--- config.mk ---
export PLATFORM = sky130hd
export DESIGN_NAME = mp_uart_rx
export DESIGN_NICKNAME = d
export VERILOG_FILES = /design/src/rtl/mp_uart_rx_pkg.sv /design/src/rtl/mp_rx_sampler.sv /design/src/rtl/mp_rx_filter.sv /design/src/rtl/mp_uart_rx.sv
export SDC_FILE = /design/constraint.sdc
export NUM_CORES = 1
export LEC_CHECK = 0
export BUFFER_PORTS_ARGS = -buffer_cell sky130_fd_sc_hd__buf_2
export CORE_MARGIN = 4
export CORE_UTILIZATION = 53
export DETAILED_ROUTE_END_ITERATION = 8
export PLACE_DENSITY = 0.8
export SLEW_MARGIN = 40
export SYNTH_ARGS = -nofsm -noshare
export SYNTH_HDL_FRONTEND = slang
export SYNTH_SLANG_ARGS = --single-unit
--- constraint.sdc ---
create_clock -name clk -period 1.77 [get_ports clk]
set_input_delay 0.0885 -clock clk [delete_from_list [all_inputs] [get_ports clk]]
set_output_delay 0.0885 -clock clk [all_outputs]
set_load 0.02 [all_outputs]
--- src/rtl/mp_uart_rx_pkg.sv ---
package mp_uart_rx_pkg;
    typedef enum logic [2:0] {
        S_IDLE,
        S_START,
        S_DATA,
        S_MARK,
        S_STOP
    } rx_state_e;
endpackage

--- src/rtl/mp_rx_sampler.sv ---
module mp_rx_sampler
    import mp_uart_rx_pkg::*;
#(
    parameter int DATA_BITS = 8,
    parameter int OVS       = 16
) (
    input  logic                 clk,
    input  logic                 rst_n,
    input  logic                 os_tick,
    input  logic                 rxd,
    input  logic                 mp_fmt,
    output logic [DATA_BITS-1:0] shift_q,
    output logic                 frm_done,
    output logic                 frm_mpb,
    output logic                 frm_stop_ok
);
    localparam int CW  = $clog2(OVS);
    localparam int IW  = $clog2(DATA_BITS);
    localparam logic [CW-1:0] MID  = CW'(OVS / 2 - 1);
    localparam logic [CW-1:0] LAST = CW'(OVS - 1);
    localparam logic [IW-1:0] TOP  = IW'(DATA_BITS - 1);

    rx_state_e     st, st_n;
    logic [1:0]    sync_q;
    logic          rx_s;
    logic [CW-1:0] cnt;
    logic [IW-1:0] bit_idx;
    logic          samp;

    assign rx_s = sync_q[1];
    assign samp = os_tick && (cnt == LAST);

    // state register
    always_ff @(posedge clk or negedge rst_n) begin
        if (!rst_n) st <= S_IDLE;
        else        st <= st_n;
    end

    // transitions
    always_comb begin
        st_n = st;
        unique case (st)
            S_IDLE:  if (!rx_s) st_n = S_START;
            S_START: if (os_tick && cnt == MID) st_n = rx_s ? S_IDLE : S_DATA;
            S_DATA:  if (samp && bit_idx == TOP) st_n = mp_fmt ? S_MARK : S_STOP;
            S_MARK:  if (samp) st_n = S_STOP;
            S_STOP:  if (samp) st_n = S_IDLE;
            default: st_n = S_IDLE;
        endcase
    end

    // datapath and outputs
    always_ff @(posedge clk or negedge rst_n) begin
        if (!rst_n) begin
            sync_q      <= 2'b11;
            cnt         <= '0;
            bit_idx     <= '0;
            shift_q     <= '0;
            frm_done    <= 1'b0;
            frm_mpb     <= 1'b0;
            frm_stop_ok <= 1'b0;
        end else begin
            sync_q   <= {sync_q[0], rxd};
            frm_done <= 1'b0;
            if (st != st_n || st == S_IDLE) cnt <= '0;
            else if (os_tick)               cnt <= (cnt == LAST) ? '0 : cnt + 1'b1;
            unique case (st)
                S_IDLE: begin
                    bit_idx <= '0;
                    frm_mpb <= 1'b0;
                end
                S_DATA: if (samp) begin
                    shift_q <= {rx_s, shift_q[DATA_BITS-1:1]};
                    bit_idx <= bit_idx + 1'b1;
                end
                S_MARK: if (samp) frm_mpb <= rx_s;
                S_STOP: if (samp) begin
                    frm_done    <= 1'b1;
                    frm_stop_ok <= rx_s;
                end
                default: ;
            endcase
        end
    end
endmodule

--- src/rtl/mp_rx_filter.sv ---
module mp_rx_filter #(
    parameter int DATA_BITS = 8
) (
    input  logic                 clk,
    input  logic                 rst_n,
    input  logic                 frm_done,
    input  logic [DATA_BITS-1:0] frm_data,
    input  logic                 frm_mpb,
    input  logic                 frm_stop_ok,
    input  logic                 sync_mode,
    input  logic                 mp_fmt,
    input  logic                 wake_we,
    input  logic                 wake_wd,
    input  logic                 clr_full,
    input  logic                 clr_err,
    output logic [DATA_BITS-1:0] rdr,
    output logic                 full,
    output logic                 ferr,
    output logic                 oerr,
    output logic                 mpb,
    output logic                 wake
);
    logic filt_on, drop;

    assign filt_on = wake && mp_fmt && !sync_mode;
    assign drop    = filt_on && !frm_mpb;

    always_ff @(posedge clk or negedge rst_n) begin
        if (!rst_n) begin
            rdr  <= '0;
            full <= 1'b0;
            ferr <= 1'b0;
            oerr <= 1'b0;
            mpb  <= 1'b0;
            wake <= 1'b0;
        end else begin
            if (clr_full) full <= 1'b0;
            if (clr_err) begin
                ferr <= 1'b0;
                oerr <= 1'b0;
            end
            if (wake_we) wake <= wake_wd;
            if (frm_done && !drop) begin
                if (mp_fmt) mpb <= frm_mpb;
                if (filt_on && !wake_we) wake <= 1'b0;
                if (!frm_stop_ok) ferr <= 1'b1;
                else if (full)    oerr <= 1'b1;
                else begin
                    rdr  <= frm_data;
                    full <= 1'b1;
                end
            end
        end
    end
endmodule

--- src/rtl/mp_uart_rx.sv ---
module mp_uart_rx #(
    parameter int DATA_BITS = 8,
    parameter int OVS       = 16
) (
    input  logic                 clk,
    input  logic                 rst_n,
    input  logic                 os_tick,
    input  logic                 rxd,
    input  logic                 sync_mode,
    input  logic                 mp_fmt,
    input  logic                 wake_we,
    input  logic                 wake_wd,
    input  logic                 clr_full,
    input  logic                 clr_err,
    input  logic                 rx_ie,
    input  logic                 err_ie,
    output logic [DATA_BITS-1:0] rx_shift,
    output logic [DATA_BITS-1:0] rx_data,
    output logic                 rx_full,
    output logic                 frame_err,
    output logic                 overrun,
    output logic                 mp_flag,
    output logic                 wake_armed,
    output logic                 irq_rx,
    output logic                 irq_err
);
    logic frm_done, frm_mpb, frm_stop_ok;

    mp_rx_sampler #(.DATA_BITS(DATA_BITS), .OVS(OVS)) u_samp (
        .clk(clk), .rst_n(rst_n), .os_tick(os_tick), .rxd(rxd), .mp_fmt(mp_fmt),
        .shift_q(rx_shift), .frm_done(frm_done), .frm_mpb(frm_mpb),
        .frm_stop_ok(frm_stop_ok)
    );

    mp_rx_filter #(.DATA_BITS(DATA_BITS)) u_filt (
        .clk(clk), .rst_n(rst_n), .frm_done(frm_done), .frm_data(rx_shift),
        .frm_mpb(frm_mpb), .frm_stop_ok(frm_stop_ok), .sync_mode(sync_mode),
        .mp_fmt(mp_fmt), .wake_we(wake_we), .wake_wd(wake_wd),
        .clr_full(clr_full), .clr_err(clr_err), .rdr(rx_data), .full(rx_full),
        .ferr(frame_err), .oerr(overrun), .mpb(mp_flag), .wake(wake_armed)
    );

    assign irq_rx  = rx_ie && rx_full;
    assign irq_err = err_ie && (frame_err || overrun);
endmodule

==> metrics.cfg <==
[synth]
async_flop_share_pct = 100.0
synth.avg_cell_area_um2 = 12.50
syn_area_mm2 = 0.001700
yosys_warnings = 0
synth_ff_type = dfrtp_1
synth_cell_types = 40
synth_edf_count = 0
synth_fp_nets = 151
ys_ff_latch = 36
synthCells = 136
yosysSeqAreaShare_pct = 53.13

[critical_path]
r2r_end = u_samp.frm_stop_ok
crit_fanout = 5
end_kind = flip-flop
crit_type = reg -> reg
arrival_ps = 1870
r2r_setup_slack_ps = 110
crit_required_ps = 1980
reg2regPathDepth = 5
r2r-start = u_samp.cnt[0]
start_kind = flip-flop

[worst_hold_path]
min_to = u_filt.wake
worst_hold_startpoint = wake_we
min_path_type = in -> reg
min_path_cells = 2

[timing]
whs_ps = 33.64
tns_ps = 0
drv_slew = 0
clock.fmax_mhz = 603.1
final_hold_viol_count = 0
setup_viol = 0
max_slew_margin_pct = 69.16
fin_worst_skew_ps = 7.348
post-route-period-util_pct = 93.68
worst_slew_pin_slew_ps = 462.6
rsz0062_at_grt = no
final.min_clock_period_ps = 1658

[layout]
regArea_um2 = 903.4
fin_nets = 197
num_antenna_cells = 0
fillers = 242
drive_gt1_share_pct = 40.98
final_common_cell = dfrtp_1
final_util_pct = 67.66
fin_cells = 227
multiInputGateArea_um2 = 737.0
area_growth_pct = 21.49
final_cell_mix = dfrtp_1 (34), buf_2 (33), mux2_2 (18), buf_4 (7)

[detailed_routing]
drc = 0
finalWirelength_mm = 3.309
via_per_inst = 5.590
ant_nets = 0
dr_total_vias = 1269
initialDrtViolationCount = 40
wire_per_inst_um = 14.58
drtPass1Iterations = 4

[global_route]
grt_pass1_vias = 1304
grt_pass1_wl_mm = 5.906
overflow = 0
grt_start_max_net_pins = 37
grt_antenna_before_repair = 0
track_usage_pct = 17.90

[place]
io_buffers = 34
globalplace.congestion = 0.8573
dp.cells = 214
place_hpwl_mm = 2.448

[power]
p_leak_nw = 1.034
power.total_mw = 2.537
power_density_mw_per_mm2 = 1228
ir_drop_v = 0.0007136

[floorplan]
io_pins = 35
initial_core_util_pct = 55.70
rows = 20
core-area_mm2 = 0.003053
die_area_mm2 = 0.004178
die_y_um = 64.64
die_x_um = 64.64

[run]
drv_cap = 0

[cts]
cts.sinks = 36
cts_setup_buffers = 0
cts_root_buffer = clkbuf_4
clockBufferDepth = 2
cts_tree = yes
numCtsBuffers = 5
htree_num_levels = 2
clock_latency_ps = 320
path_clk_slew_ps = 100

[status]
outcome = complete, no violations

[flip-flops by register name, indices dropped and copies added, names as in the netlist, 2 cells and up]
name and count:
u_filt.rdr 8, u_samp.bit_idx 3, u_samp.cnt 4, u_samp.shift_q 8
u_samp.st 3, u_samp.sync_q 2
[how the worst max path moves through the flow]
stage                 startpoint                  to  slack (ps)  cells after the start
2_1_floorplan      u_samp.cnt[0]   u_samp.shift_q[0]         170                      4
3_3_place_gp   u_samp.bit_idx[0]       u_samp.cnt[2]         180                      5
3_5_place_dp       u_samp.cnt[0]   u_samp.shift_q[6]          90                      4
4_1_cts            u_samp.cnt[0]   u_samp.shift_q[6]          70                      4
5_1_grt            u_samp.cnt[0]   u_samp.shift_q[1]          20                      4
6_report           u_samp.cnt[0]  u_samp.frm_stop_ok         110                      5
[critical path, stage by stage (launching register included)]
cell	delay, ps
dfrtp_1	430
ha_1	260
buf_4	170
and3_2	220
nand3_1	130
mux2_2	340
[report_power, final]
part	internal [mW]	switching, mW	total [mW]
clock network	0.296	0.249	0.546
logic	0.385	0.426	0.811
registers	0.971	0.210	1.18
[cells in the mapped netlist (all sizes together) (3+ instances only)]
cell,n,area [um2]
nor2b,3,18.77
nand3,5,37.54
o21ai,5,25.02
o22ai,3,18.77
inv,7,26.27
nand2,5,18.77
buf,5,35.03
a211oi,6,45.04
dfrtp,34,850.8
nor3b,3,27.52
mux2,18,202.7
ha,3,37.54
a21oi,3,15.01
mux2i,5,50.05
o2bb2ai,3,26.28
nor3,4,31.28
[final cells by class]
class | instances | share of cell area [%]
clock buffer | 6 | 1.999
clock inverter | 2 | 1.696
inverter | 7 | 1.272
multi-input combinational | 87 | 35.68
sequential | 36 | 43.73
tap | 44 | 2.665
timing repair buffer | 45 | 12.96
[metrics by stage]
stage	worst slack [ps]	area, um2
after floorplan	174.4	1700
after global placement	180.2	1931
after detailed placement	92.01	1931
after CTS	73.78	2057
after global routing	24.93	2066
final	111.9	2066
[layer usage]
metal | track usage [%] | share of wire (%)
met1 | 21.41 | 42
met2 | 31.44 | 52
met3 | 5.893 | 5.3
met4 | 3.694 | 0.45
met5 | 0 | 0
[kinds of logic after synthesis]
family / synth area share (%)
and+or+nand+nor: 13.76
buffers and inverters: 3.899
DFF: 53.13
adders and majority gates: 2.208
AOI/OAI and AO/OA: 12.14
muxes: 14.86
[repair_timing]
item | in CTS | in global routing
endpoints found under the setup margin | 0 | 12
resized for setup | 0 | 1
endpoints found under the hold margin | 39 | 0
hold buffers | 5 | 0
No activity file was read; power rests on OpenSTA's default activity.
